==> config.mk <==
export PLATFORM = sky130hd
export DESIGN_NAME = aligner
export DESIGN_NICKNAME = d
export VERILOG_FILES = /design/src/rtl/aln_pkg.sv /design/src/rtl/aln_lendec.sv /design/src/rtl/aln_mux3.sv /design/src/rtl/aln_bytebuf.sv /design/src/rtl/aligner.sv
export SDC_FILE = /design/constraint.sdc
export NUM_CORES = 1
export LEC_CHECK = 0
export BUFFER_PORTS_ARGS = -buffer_cell sky130_fd_sc_hd__buf_2
export CAP_MARGIN = 20
export CORE_MARGIN = 2
export CORE_UTILIZATION = 65
export CTS_CLUSTER_DIAMETER = 30
export DETAILED_ROUTE_END_ITERATION = 12
export GPL_TIMING_DRIVEN = 0
export PLACE_DENSITY = 0.89
export SLEW_MARGIN = 15
export SYNTH_ARGS = -nofsm -noshare
export SYNTH_HDL_FRONTEND = slang
export SYNTH_SLANG_ARGS = --single-unit
==> constraint.sdc <==
create_clock -name clk -period 11.77 [get_ports clk]
set_input_delay 0 -clock clk [delete_from_list [all_inputs] [get_ports clk]]
set_output_delay 0 -clock clk [all_outputs]
set_load 0.01 [all_outputs]
==> src/rtl/aln_pkg.sv <==
package aln_pkg;

    localparam int BYTE_W = 8;
    localparam int IR_BYTES = 3;

    // select of the three-input shift multiplexers, taken from opcode[7:6]
    typedef enum logic [1:0] {
        SEL_ONE   = 2'd0,
        SEL_TWO   = 2'd1,
        SEL_THREE = 2'd2
    } msel_e;

    // condition of the instruction at the head of the queue
    typedef enum logic [1:0] {
        HEAD_EMPTY,
        HEAD_SHORT,
        HEAD_WHOLE
    } head_e;

endpackage

==> src/rtl/aln_lendec.sv <==
module aln_lendec
    import aln_pkg::*;
(
    input  logic [1:0] top_bits,
    output msel_e      sel,
    output logic [1:0] len
);

    always_comb begin
        unique case (top_bits)
            2'b00: begin
                sel = SEL_ONE;
                len = 2'd1;
            end
            2'b01, 2'b10: begin
                sel = SEL_TWO;
                len = 2'd2;
            end
            2'b11: begin
                sel = SEL_THREE;
                len = 2'd3;
            end
            default: begin
                sel = SEL_ONE;
                len = 2'd1;
            end
        endcase
    end

endmodule

==> src/rtl/aln_mux3.sv <==
module aln_mux3
    import aln_pkg::*;
#(
    parameter int W = 8
) (
    input  msel_e        sel,
    input  logic [W-1:0] in_a,
    input  logic [W-1:0] in_b,
    input  logic [W-1:0] in_c,
    output logic [W-1:0] out_y
);

    always_comb begin
        unique case (sel)
            SEL_ONE:   out_y = in_a;
            SEL_TWO:   out_y = in_b;
            SEL_THREE: out_y = in_c;
            default:   out_y = in_a;
        endcase
    end

endmodule

==> src/rtl/aln_bytebuf.sv <==
module aln_bytebuf
    import aln_pkg::*;
#(
    parameter int DEPTH       = 8,
    parameter int FETCH_BYTES = 2,
    localparam int CNT_W      = $clog2(DEPTH + 1)
) (
    input  logic                          clk,
    input  logic                          rst,
    input  logic                          flush,
    input  logic                          issue,
    input  msel_e                         sel,
    input  logic [1:0]                    len,
    input  logic                          fetch_we,
    input  logic [FETCH_BYTES*BYTE_W-1:0] fetch_data,
    output logic [IR_BYTES*BYTE_W-1:0]    head_bytes,
    output logic [CNT_W-1:0]              count,
    output logic [DEPTH-1:0]              vld
);

    localparam int EXT = DEPTH + IR_BYTES;

    logic [BYTE_W-1:0] mem   [DEPTH];
    logic [BYTE_W-1:0] ext   [EXT];
    logic [BYTE_W-1:0] moved [DEPTH];
    logic [BYTE_W-1:0] mem_n [DEPTH];
    logic [DEPTH-1:0]  vld_n;

    always_comb begin
        for (int i = 0; i < EXT; i++) begin
            ext[i] = (i < DEPTH) ? mem[i] : '0;
        end
    end

    // one shift multiplexer per entry, steered by the opcode bits only
    for (genvar g = 0; g < DEPTH; g++) begin : g_shift
        aln_mux3 #(.W(BYTE_W)) u_mux (
            .sel   (sel),
            .in_a  (ext[g+1]),
            .in_b  (ext[g+2]),
            .in_c  (ext[g+3]),
            .out_y (moved[g])
        );
    end

    always_comb begin
        count = '0;
        for (int i = 0; i < DEPTH; i++) begin
            count = count + CNT_W'(vld[i]);
        end
    end

    always_comb begin
        int kept;
        int top;
        int off;
        kept = int'(count) - (issue ? int'(len) : 0);
        top  = kept + (fetch_we ? FETCH_BYTES : 0);
        for (int i = 0; i < DEPTH; i++) begin
            mem_n[i] = issue ? moved[i] : mem[i];
            off = i - kept;
            if (fetch_we && off >= 0 && off < FETCH_BYTES) begin
                mem_n[i] = fetch_data[off*BYTE_W +: BYTE_W];
            end
            vld_n[i] = (i < top);
        end
    end

    always_ff @(posedge clk) begin
        if (rst) begin
            vld <= '0;
            for (int i = 0; i < DEPTH; i++) begin
                mem[i] <= '0;
            end
        end else begin
            vld <= flush ? '0 : vld_n;
            for (int i = 0; i < DEPTH; i++) begin
                mem[i] <= mem_n[i];
            end
        end
    end

    assign head_bytes = {mem[2], mem[1], mem[0]};

endmodule

==> src/rtl/aligner.sv <==
module aligner
    import aln_pkg::*;
#(
    parameter int DEPTH       = 8,
    parameter int FETCH_BYTES = 2
) (
    input  logic                          clk,
    input  logic                          rst,
    input  logic                          flush,
    input  logic                          fetch_valid,
    input  logic [FETCH_BYTES*BYTE_W-1:0] fetch_data,
    output logic                          fetch_ready,
    input  logic                          stall,
    output logic                          ir_valid,
    output logic [1:0]                    ir_len,
    output logic [IR_BYTES*BYTE_W-1:0]    ir_data
);

    localparam int CNT_W = $clog2(DEPTH + 1);

    logic [CNT_W-1:0] buf_count;
    logic [DEPTH-1:0] buf_vld;
    logic [IR_BYTES*BYTE_W-1:0] head;
    msel_e      sel;
    logic [1:0] len;
    head_e      status;
    logic       issue;
    logic       fetch_we;

    aln_lendec u_dec (
        .top_bits (head[7:6]),
        .sel      (sel),
        .len      (len)
    );

    always_comb begin
        if (buf_count == '0) begin
            status = HEAD_EMPTY;
        end else if (int'(buf_count) < int'(len)) begin
            status = HEAD_SHORT;
        end else begin
            status = HEAD_WHOLE;
        end
    end

    always_comb begin
        unique case (status)
            HEAD_EMPTY: ir_valid = 1'b0;
            HEAD_SHORT: ir_valid = 1'b0;
            HEAD_WHOLE: ir_valid = 1'b1;
            default:    ir_valid = 1'b0;
        endcase
    end

    assign issue       = ir_valid && !stall && !flush;
    assign fetch_ready = !flush && (int'(buf_count) + FETCH_BYTES <= DEPTH);
    assign fetch_we    = fetch_valid && fetch_ready;
    assign ir_len      = len;
    assign ir_data     = head;

    aln_bytebuf #(
        .DEPTH       (DEPTH),
        .FETCH_BYTES (FETCH_BYTES)
    ) u_buf (
        .clk        (clk),
        .rst        (rst),
        .flush      (flush),
        .issue      (issue),
        .sel        (sel),
        .len        (len),
        .fetch_we   (fetch_we),
        .fetch_data (fetch_data),
        .head_bytes (head),
        .count      (buf_count),
        .vld        (buf_vld)
    );

endmodule

==> results_dict.tcl <==
set metrics [dict create \
    status "finished, final reports clean" \
    relSlewSlack_pct 19.8 \
    ys_types 64 \
    die-area_sq_um 9420 \
    cts_hold_buf 0 \
    fin_ws_ns 4.00 \
    drv_cap 0 \
    pin_count 49 \
    first_iter_violations 778 \
    yosysWarnings 0 \
    vias 5856 \
    cp_max_fo 10 \
    cts_resized 0 \
    clkSlewWorstSetupHoldPaths_ns 0.09 \
    start_util_pct 67.8 \
    ys_top_cells_by_count "100 x nor2_1, 72 x dfxtp_1, 49 x mux2i_1" \
    layout.cells.non_filler 871 \
    worstSetupEndpointType "flip-flop" \
    hold_violations 0 \
    fin_setup_tns_ns 0 \
    yosysMostFrequentCell "nor2_1" \
    fmax_mhz 129 \
    antennaDiodeCount 0 \
    hpwl_um 14000 \
    async_flop_share_pct 0 \
    firstDrtPassIters 7 \
    synthCells 702 \
    cts_root_buffer "clkbuf_8" \
    nFillCells 651 \
    rows 33 \
    skew_ns 0.0156 \
    cts_setup_buffers 0 \
    finish.net_count 805 \
    h-tree-depth 3 \
    crit_top_cell "inv_1" \
    ant_nets 0 \
    start_kind "flip-flop" \
    synthToLayoutAreaGrowth_pct 9.81 \
    drive_above_1_share_pct 20.1 \
    hold_path.class "in -> reg" \
    rsz0062_at_grt "false" \
    grt_max_degree 14 \
    synth_seq_area_share_pct 25.6 \
    netlist_top_cells_area "dfxtp_1 26%, mux2i_1 8.7%, nor2_1 6.7%, a211oi_1 6.3%, a22oi_1 5.3%" \
    syn_nets 746 \
    grt_pass1_vias 5425 \
    finalSetupViolCount 0 \
    grtUsageTotal_pct 38.6 \
    ys.flop_type "dfxtp_1" \
    synth_seq_cells 72 \
    synth_top_cell_by_area "dfxtp_1" \
    die_w_um 97.0 \
    routed_via_density 6.72 \
    worst_pin_slew_ns 1.17 \
    worstPathRequired_ns 12.05 \
    criticalPathCategory "reg -> reg" \
    critical-path-top-delay-family "adder cells" \
    wire_per_inst_um 21.3 \
    placed_cells 855 \
    critPathMaxStageDelay_ns 0.58 \
    drc_errors 0 \
    antenna_found_initial 0 \
    gp_congestion 1.04 \
    syn-cell-area_sq_um 5630 \
    cts_sinks 72 \
    hold_ws_ns 0.113 \
    slew_viol_final 0 \
    synth_edf_count 0 \
    clockBufferDepth 2 \
    die_h_um 97.0 \
    synth_area_per_cell_sq_um 8.02 \
    path_buf_inv 10 \
    fin_crit_ns 7.77 \
    core_area_sq_um 8300 \
    arrival_ns 8.05 \
    io_buffer_count 48 \
    netlist.area_leader.share_pct 25.6 \
    critPathSlowestCell "a211oi_2" \
    period_share_pct 66.0 \
    insertion_delay_ns 0.36 \
    place_ws_ns 4.14 \
    routed_wirelength_um 18600 \
    grt_pass1_wl_um 29000 \
    grt_remaining_overflow 0 \
    cts_buffers 9 \
    cts_tree "yes" \
]
[registers in the layout, indices dropped and copies added, names as in the netlist]
| name | cells |
|---|---|
| u_buf.mem | 64 |
| u_buf.vld | 8 |
[final cells by class]
class / count / area [sq um] / share of cell area, %
Clock inverter: 6 / 42.5 / 0.689
Sequential cell: 72 / 1440 / 23.3
Clock buffer: 10 / 138 / 2.23
Multi-Input combinational cell: 526 / 3650 / 59.2
Tap cell: 105 / 131 / 2.13
Buffer: 74 / 414 / 6.70
Inverter: 30 / 116 / 1.88
Timing Repair Buffer: 48 / 240 / 3.89
[per-stage QoR]
step                      utilization (%)  instance area [sq um]
after CTS                            74.4                   6180
after floorplan                         -                   5630
after detailed placement             72.3                   6000
after global routing                 74.4                   6180
after global placement               72.3                   6000
final                                74.4                   6180
[placed cells by master (no fill, tap or decap), drive strengths merged, types with 18 or more instances in the layout]
master / synthesis / final
ha: 18 / 18
nand2: 46 / 46
nor2: 100 / 100
inv: 28 / 30
mux2: 31 / 31
a21oi: 42 / 42
a211oi: 50 / 50
clkbuf: 33 / 43
nand3: 20 / 20
buf: 38 / 86
mux2i: 49 / 49
o21ai: 32 / 32
a22oi: 40 / 40
dfxtp: 72 / 72
[worst reg2reg max path: stages, from the launching register on]
cell and delay [ns]:
dfxtp_1 0.31, ha_1 0.26, inv_1 0.04, fa_1 0.45, fa_1 0.50, inv_1 0.05, fa_1 0.41, inv_1 0.09
fa_1 0.48, inv_1 0.16, ha_1 0.25, nor2_1 0.09, a21oi_1 0.05, o21ai_0 0.17, clkbuf_1 0.45, buf_2 0.33
nor2_1 0.11, ha_1 0.44, buf_1 0.52, buf_1 0.54, inv_1 0.20, ha_1 0.34, nor3_1 0.21, o2111ai_1 0.17
a211oi_2 0.58, buf_6 0.24, a211oi_1 0.07, a211oi_2 0.20
[cell families (layout without fill, tap and decap cells)]
logic type      after synthesis  count (layout)  synth area share, %
buf+inv                     104             168                 9.43
simple gates                220             220                 18.2
compound gates              194             194                 23.5
mux                          80              80                 15.5
xor+xnor                      9               9                 2.02
flops                        72              72                 25.6
fa+ha+maj                    23              23                 5.78
[worst paths after layout]
path / start / to / slack [ns] / cells after the start
worst max-delay path: u_buf.vld[1] / u_buf.mem[6][6] / 4.00 / 27
worst min-delay path: flush / u_buf.vld[5] / 0.11 / 3
worst max register to register: u_buf.vld[1] / u_buf.mem[6][6] / 4.00 / 27
worst min register to register: u_buf.mem[7][7] / u_buf.mem[7][7] / 0.51 / 2
[routing by layer]
metal  GRT usage, %  share of wire, %
met5              0                 0
met4           17.8               3.6
met3           8.89                12
met2           58.7                45
met1           52.1                40
Power is not shown: default switching activity piles up to over one toggle a cycle in this logic, so the estimate is an artifact.
